<file path="config.mk">
export PLATFORM = sky130hd
export DESIGN_NAME = vl_state_unit
export DESIGN_NICKNAME = d
export VERILOG_FILES = /design/src/rtl/vl_state_unit.sv
export SDC_FILE = /design/constraint.sdc
export NUM_CORES = 1
export LEC_CHECK = 0
export ABC_AREA = 0
export BUFFER_PORTS_ARGS = -buffer_cell sky130_fd_sc_hd__buf_2
export CORE_AREA = 2 2 110 112
export CTS_BUF_LIST = sky130_fd_sc_hd__clkbuf_4
export DETAILED_ROUTE_END_ITERATION = 10
export DIE_AREA = 0 0 112 114
export SKIP_LAST_GASP = 1
export SLEW_MARGIN = 0
export SYNTH_ARGS = -nofsm -noshare
export SYNTH_HDL_FRONTEND = slang
export SYNTH_SLANG_ARGS = --single-unit
</file>
<file path="constraint.sdc">
create_clock -name clk -period 5.1 [get_ports clk]
set_clock_uncertainty 0.2 [all_clocks]
set_input_delay 0.51 -clock clk [delete_from_list [all_inputs] [get_ports clk]]
set_output_delay 0.51 -clock clk [all_outputs]
set_load 0.1 [all_outputs]
</file>
<file path="src/rtl/vl_state_unit.sv">
module vl_state_unit #(
  parameter int XLEN = 64,
  parameter int LW   = 7,
  parameter int IDXW = 5
) (
  input  logic            clk,
  input  logic            rst_n,
  input  logic            cmd_valid,
  input  logic            cmd_op,
  input  logic [LW-1:0]   imm,
  input  logic [IDXW-1:0] ra_idx,
  input  logic [IDXW-1:0] rt_idx,
  input  logic [XLEN-1:0] ra_val,
  input  logic [XLEN-1:0] ctr_val,
  input  logic            ms,
  input  logic            vs,
  input  logic            vf,
  output logic            res_valid,
  output logic [XLEN-1:0] res_data,
  output logic [XLEN-1:0] status_o
);
  localparam int MVL_LO = 0;
  localparam int VL_LO  = MVL_LO + LW;
  localparam int VF_B   = VL_LO + LW;
  localparam int PER_B  = VF_B + 1;
  localparam int PK_B   = PER_B + 1;
  localparam int UP_B   = PK_B + 1;
  localparam logic [XLEN-1:0] LMAX = XLEN'((64'd1 << LW) - 1);

  logic [XLEN-1:0] st_q, st_d, res_d;
  logic [LW-1:0]   mvl_cur, vl_cur, mvl_nxt, vl_raw, vl_nxt;
  logic            step_en;

  assign mvl_cur = st_q[MVL_LO +: LW];
  assign vl_cur  = st_q[VL_LO +: LW];
  assign mvl_nxt = ms ? imm : mvl_cur;
  assign vl_nxt  = (vl_raw > mvl_nxt) ? mvl_nxt : vl_raw;
  assign step_en = imm[3] & imm[4];

  always_comb begin
    if (!vs)
      vl_raw = vl_cur;
    else if (ra_idx != '0)
      vl_raw = (ra_val > LMAX) ? LMAX[LW-1:0] : ra_val[LW-1:0];
    else if (rt_idx == '0)
      vl_raw = imm;
    else
      vl_raw = (ctr_val > LMAX) ? LMAX[LW-1:0] : ctr_val[LW-1:0];
  end

  always_comb begin
    st_d  = st_q;
    res_d = '0;
    if (cmd_op == 1'b0) begin
      st_d[MVL_LO +: LW] = mvl_nxt;
      st_d[VL_LO +: LW]  = vl_nxt;
      if (vs | ms) begin
        st_d[VF_B]  = vf;
        st_d[PER_B] = 1'b0;
      end
      res_d[LW-1:0] = vl_nxt;
    end else begin
      if (step_en) begin
        st_d[PK_B] = imm[5];
        st_d[UP_B] = imm[6];
      end
      res_d[1:0] = {st_d[UP_B], st_d[PK_B]};
    end
  end

  always_ff @(posedge clk) begin
    if (!rst_n) begin
      st_q      <= '0;
      res_valid <= 1'b0;
      res_data  <= '0;
    end else begin
      res_valid <= cmd_valid;
      if (cmd_valid) begin
        st_q     <= st_d;
        res_data <= res_d;
      end
    end
  end

  assign status_o = st_q;
endmodule

</file>
# Yosys cells after proc, flatten, opt, wreduce, memory -nomap -nowiden

Cells that the tools add are included.

$add $sub $neg: 0
Multiply operators: 0
Divide/modulo/power cells: 0
Order comparisons: 3
Equal/unequal tests: 0
Shift operators: 0
Multiplexer cells: 10
Bitwise logic cells: 3
Reductions and logical operators: 5

Operator list:

| operator                                                                          | number |
|---|---|
| 64-bit by 7-bit greater-than comparator with 1-bit output (second input constant) | 2 |
| 7-bit two-way mux                                                                 | 7 |
| 7-bit greater-than comparator                                                     | 1 |
| 5-bit zero test                                                                   | 1 |
| 5-bit two-way mux                                                                 | 1 |
| 5-bit nonzero test                                                                | 1 |
| 2-bit two-way mux                                                                 | 2 |
| 2-bit AND reduction                                                               | 2 |
| 3-bit AND reduction                                                               | 1 |
| 1-bit AND                                                                         | 1 |
| 1-bit inverter                                                                    | 1 |
| 1-bit OR                                                                          | 1 |

Register bits: 25
Latch bits: 0
Memory bits (writable): 0
Bits in read-only memories: 0
Bits of input ports: 152
Output and inout port bits: 129
Memories kept: 0

# Logic depth before layout (Yosys ltp)

Word-level depth: 8
Gate-level depth with buffers: 15
Gate-level depth less buffers: 13

# Worst setup path after synthesis

No wires, ideal clock.

Kind: input -> register
Start point: input port ctr_val[60]
End point: register res_data[0]
Setup time: 117 ps
Data arrival time: 3592 ps
Required time: 4783 ps
Path slack: 1191 ps
Stages on the path: 14
Buffers on the path: 1
Cell sequence: nor4_1 -> nand4_1 -> nor3b_1 -> a21oi_1 -> a211oi_1 -> inv_1 -> ha_1 -> a21oi_1 -> a21oi_1 -> or3_1 -> and2_1 -> clkbuf_1 -> or3_1 -> o22a_1

Longest elaborated chain between the ends: 8

Ends and longest elaborated chain:

| item                                                        | RTL line | text |
|---|---|---|
| start: declaration                                          | 14       | `input logic [XLEN-1:0] ctr_val,` |
| 64-bit by 7-bit greater-than comparator with 1-bit output * | 48       | `vl_raw = (ctr_val > LMAX) ? LMAX[LW-1:0] : ctr_val[LW-1:0];` |
| 7-bit two-way mux *                                         | 48       |  |
| 7-bit two-way mux *                                         | 45       | `else if (rt_idx == '0)` |
| 7-bit two-way mux *                                         | 43       | `else if (ra_idx != '0)` |
| 7-bit two-way mux *                                         | 41       | `if (!vs)` |
| 7-bit greater-than comparator                               | 37       | `assign vl_nxt = (vl_raw > mvl_nxt) ? mvl_nxt : vl_raw;` |
| 7-bit two-way mux *                                         | 37       |  |
| 2-bit two-way mux *                                         | 54       | `if (cmd_op == 1'b0) begin` |
| end signal: assignment                                      | 80       | `res_data <= res_d;` |
| end: declaration                                            | 19       | `output logic [XLEN-1:0] res_data,` |

Mark *: on every way between the ends. The rest lies on a longest branch, timed or not.
A chain may end at the register's enable or synchronous reset.

# Final worst setup path

Start point: input port ra_val[56]
End point: register res_data[0]

Longest elaborated chain between the ends: 7

Ends and longest elaborated chain:

| item                                                        | RTL line | text |
|---|---|---|
| start: declaration                                          | 13       | `input logic [XLEN-1:0] ra_val,` |
| 64-bit by 7-bit greater-than comparator with 1-bit output * | 44       | `vl_raw = (ra_val > LMAX) ? LMAX[LW-1:0] : ra_val[LW-1:0];` |
| 7-bit two-way mux *                                         | 44       |  |
| 7-bit two-way mux *                                         | 43       |  |
| 7-bit two-way mux *                                         | 41       |  |
| 7-bit greater-than comparator                               | 37       |  |
| 7-bit two-way mux *                                         | 37       |  |
| 2-bit two-way mux *                                         | 54       |  |

Marked as above.

==> results.toml <==
[timing]
setup_tns_ns = 0
max_freq_ghz = 0.257
hold_viol = 0
tightest_slew_ns = 0.875
setup_slack_ns = 1.20
slew_violations = 0
min_period_over_period_pct = 76.4
min_period_ns = 3.90
rsz0062_at_grt = "no"
slew_headroom_pct = 41.4
whs_ns = 0.240
setup_viol = 0

[die]
num_rows = 40
ios = 281
die_w_um = 112
dieArea_um2 = 12800
core_area_um2 = 11700
start_util_pct = 23.8
die_y_um = 114

[layout]
seq_area_um2 = 500
multiInputGateArea_um2 = 1800
area_growth_syn_to_layout_pct = 24.3
fillers = 1313
insertedDiodeCount = 0
fin_util_pct = 29.6
nNetsFinal = 701
instances_no_fill = 688
design_area_um2 = 3460
layout-drive-gt1-share_pct = 35.1

[detailed_routing]
viasPerCell = 4.38
ant_nets = 0
wl_per_cell_um = 14.0
wl_um = 9640
route.detailed.drc = 0
drtIter0Drc = 135
first_pass_iters = 4
vias = 3015

[clock_network]
clk_pin_slew_ns = 0.14
cts_made_buffers = 3
cts_root_buf = "clkbuf_4"
post_cts_buffers = 0
post_cts_resized = 0
ctsHoldBuffers = 0
cts_sinks = 25
clockBufferDepth = 2
ctsHtreeMaxLevel = 1
cts_tree = "built"
clk_latency_ns = 0.35

[critical_path]
crit_chain = "buf_2, nor4_1, nand4_1, nor4_2, buf_4, a21oi_1, a211oi_1, inv_1, ha_1, a21oi_1, a21oi_1, or3_1, and2_1, or3_1, o22a_1"
worstPathMaxFanout = 8
cpMostUsedCell = "a21oi_1"
crit_family = "simple AND/OR/NAND/NOR gates"
arrival_ns = 3.92
path_buf_inv = 3
startpoint_type = "input pin"
crit_type = "input pin to flip-flop"
max_stage_delay_ns = 0.40
cp_slowest_cell = "or3_1"
worstSetupEndpointType = "flip-flop"
required_ns = 5.13

[synth]
yosysWarnings = 0
avgSynthCellArea_um2 = 7.53
synth_top_cell_by_area = "buf_4"
synthTopCellsByArea = "buf_4 28%, dfxtp_1 18%, nor4_1 8.5%"
syn_area_um2 = 2790
netlist_instances = 370
yosysSeqAreaShare_pct = 18.0
synth_top_area_share_pct = 28.0
ys.flop_type = "dfxtp_1"
ys_async_sr_fraction_pct = 0
synth_edf_count = 0
yosysUniqueCellTypes = 46
ys_ff_latch = 25

[run]
maxCapViolations = 0

[global_route]
grt_overflow_total = 0
grtUsageTotal_pct = 13.9
grt_max_degree = 32
grt_pass1_wl_um = 14100
antenna_found_initial = 0
first_global_vias = 2750

[place]
dp.cells = 684
postPlaceCellArea_um2 = 3430
place_worst_setup_slack_ns = 0.809
portBuffers = 176
gp_congestion = 0.800
dpl.hpwl_um = 8230

[power]
pwr-share-seq_pct = 23.2
p_comb_share_pct = 66.2
p_total_mw = 0.952
switching_share_pct = 64.5
max-vdd-ir-drop_mv = 0.246
clockPowerShare_pct = 10.6
leakage_nw = 1.88
power_density_nw_per_um2 = 275
p_int_mw = 0.338
switching_power_mw = 0.614

[status]
status = "finished, final reports clean"

[min_path]
worstHoldPathType = "input pin to flip-flop"
[synthesized netlist by cell type, drive strengths merged, types with 5 or more instances]
master,number
buf,106
clkbuf,9
a211oi,5
nand2b,5
nand4,11
o221ai,5
nor4,39
ha,7
nor3,10
a31oi,8
dfxtp,25
o21ai,8
mux2i,11
o211a,7
inv,13
nor2b,7
nand2,26
a21oi,19
nor2,10
[per-layer routing]
| layer | vias up | track usage, % | wire length (um) | share of wire [%] |
|---|---|---|---|---|
| met3 | 6 | 1.97 | 727 | 7.5 |
| li1 | 1495 | - | - | - |
| met4 | 0 | 2.11 | 61 | 0.63 |
| met1 | 1369 | 16.4 | 3840 | 40 |
| met2 | 145 | 26.9 | 5010 | 52 |
| met5 | - | 0 | 0 | 0 |
[cell type report]
type | count | area share (%)
clock buffer | 3 | 0.650
tap | 147 | 5.31
inverter | 13 | 1.41
timing repair buffer | 179 | 26.1
multi-input combinational | 320 | 51.9
sequential | 25 | 14.4
clock inverter | 1 | 0.253
[sequential cells by signal, summed over array words and instances, names as in the netlist]
register / flops
res_valid: 1
res_data: 7
status_o: 17
[cells by family (layout without fill, tap and decap cells)]
| family | Yosys count | after routing | share of synthesized area [%] |
|---|---|---|---|
| other | 1 | 104 | 0.135 |
| buffers and inverters | 128 | 196 | 31.5 |
| adder cells (fa/ha/maj) | 7 | 7 | 3.14 |
| flip-flops | 25 | 25 | 18.0 |
| AND/OR/NAND/NOR | 129 | 129 | 25.8 |
| multiplexers | 12 | 12 | 4.36 |
| AO/OA/AOI/OAI | 68 | 68 | 17.1 |
[cell usage in the layout (no fill, tap or decap), types with 2 or more instances in the layout]
master    instances
buf_2           176
conb_1          104
nor4_1           38
nand2_1          26
dfxtp_1          25
a21oi_1          19
inv_1            13
mux2i_1          11
nand4_1          11
nor2_1           10
nor3_1           10
o21ai_0           8
a31oi_1           8
o211a_1           7
ha_1              7
nor2b_1           6
a211oi_1          5
nand2b_1          5
o221ai_1          5
nand3_1           4
or3_1             4
o211ai_1          4
and2_1            3
clkbuf_4          3
buf_4             3
nor3b_1           2
or2_2             2
o31ai_1           2
a21o_1            2
[worst register-to-register path: stages, from the launching register on]
cell and delay [ns]:
dfxtp_1 0.41, nor2b_1 0.21, nor3_1 0.07, and4_1 0.24
nor2_1 0.12, ha_1 0.26, nand4_1 0.12, a21oi_1 0.06
or3_1 0.40, and2_1 0.25, or3_1 0.38, o22a_1 0.20
[path summary, 6_finish.rpt]
path                                     end  slack, ns  cells past startpoint          from
worst min register to register   status_o[8]       0.32                      2   status_o[8]
worst max register to register   res_data[0]       2.08                     11  status_o[13]
worst min-delay path            status_o[14]       0.24                      3            vf
worst max-delay path             res_data[0]       1.20                     15    ra_val[56]
[power by group through the flow]
| stage | Sequential [mW] | Combinational [mW] | Clock [mW] |
|---|---|---|---|
| final | 0.221 | 0.630 | 0.101 |
| after global routing | 0.223 | 0.657 | 0.113 |
| after CTS | 0.221 | 0.630 | 0.107 |
| after detailed placement | 0.225 | 0.628 | 0 |
| after global placement | 0.225 | 0.628 | 0 |
| after floorplan | 0.322 | 0.485 | 0 |
Note: power is estimated with default switching activity, not from simulation.
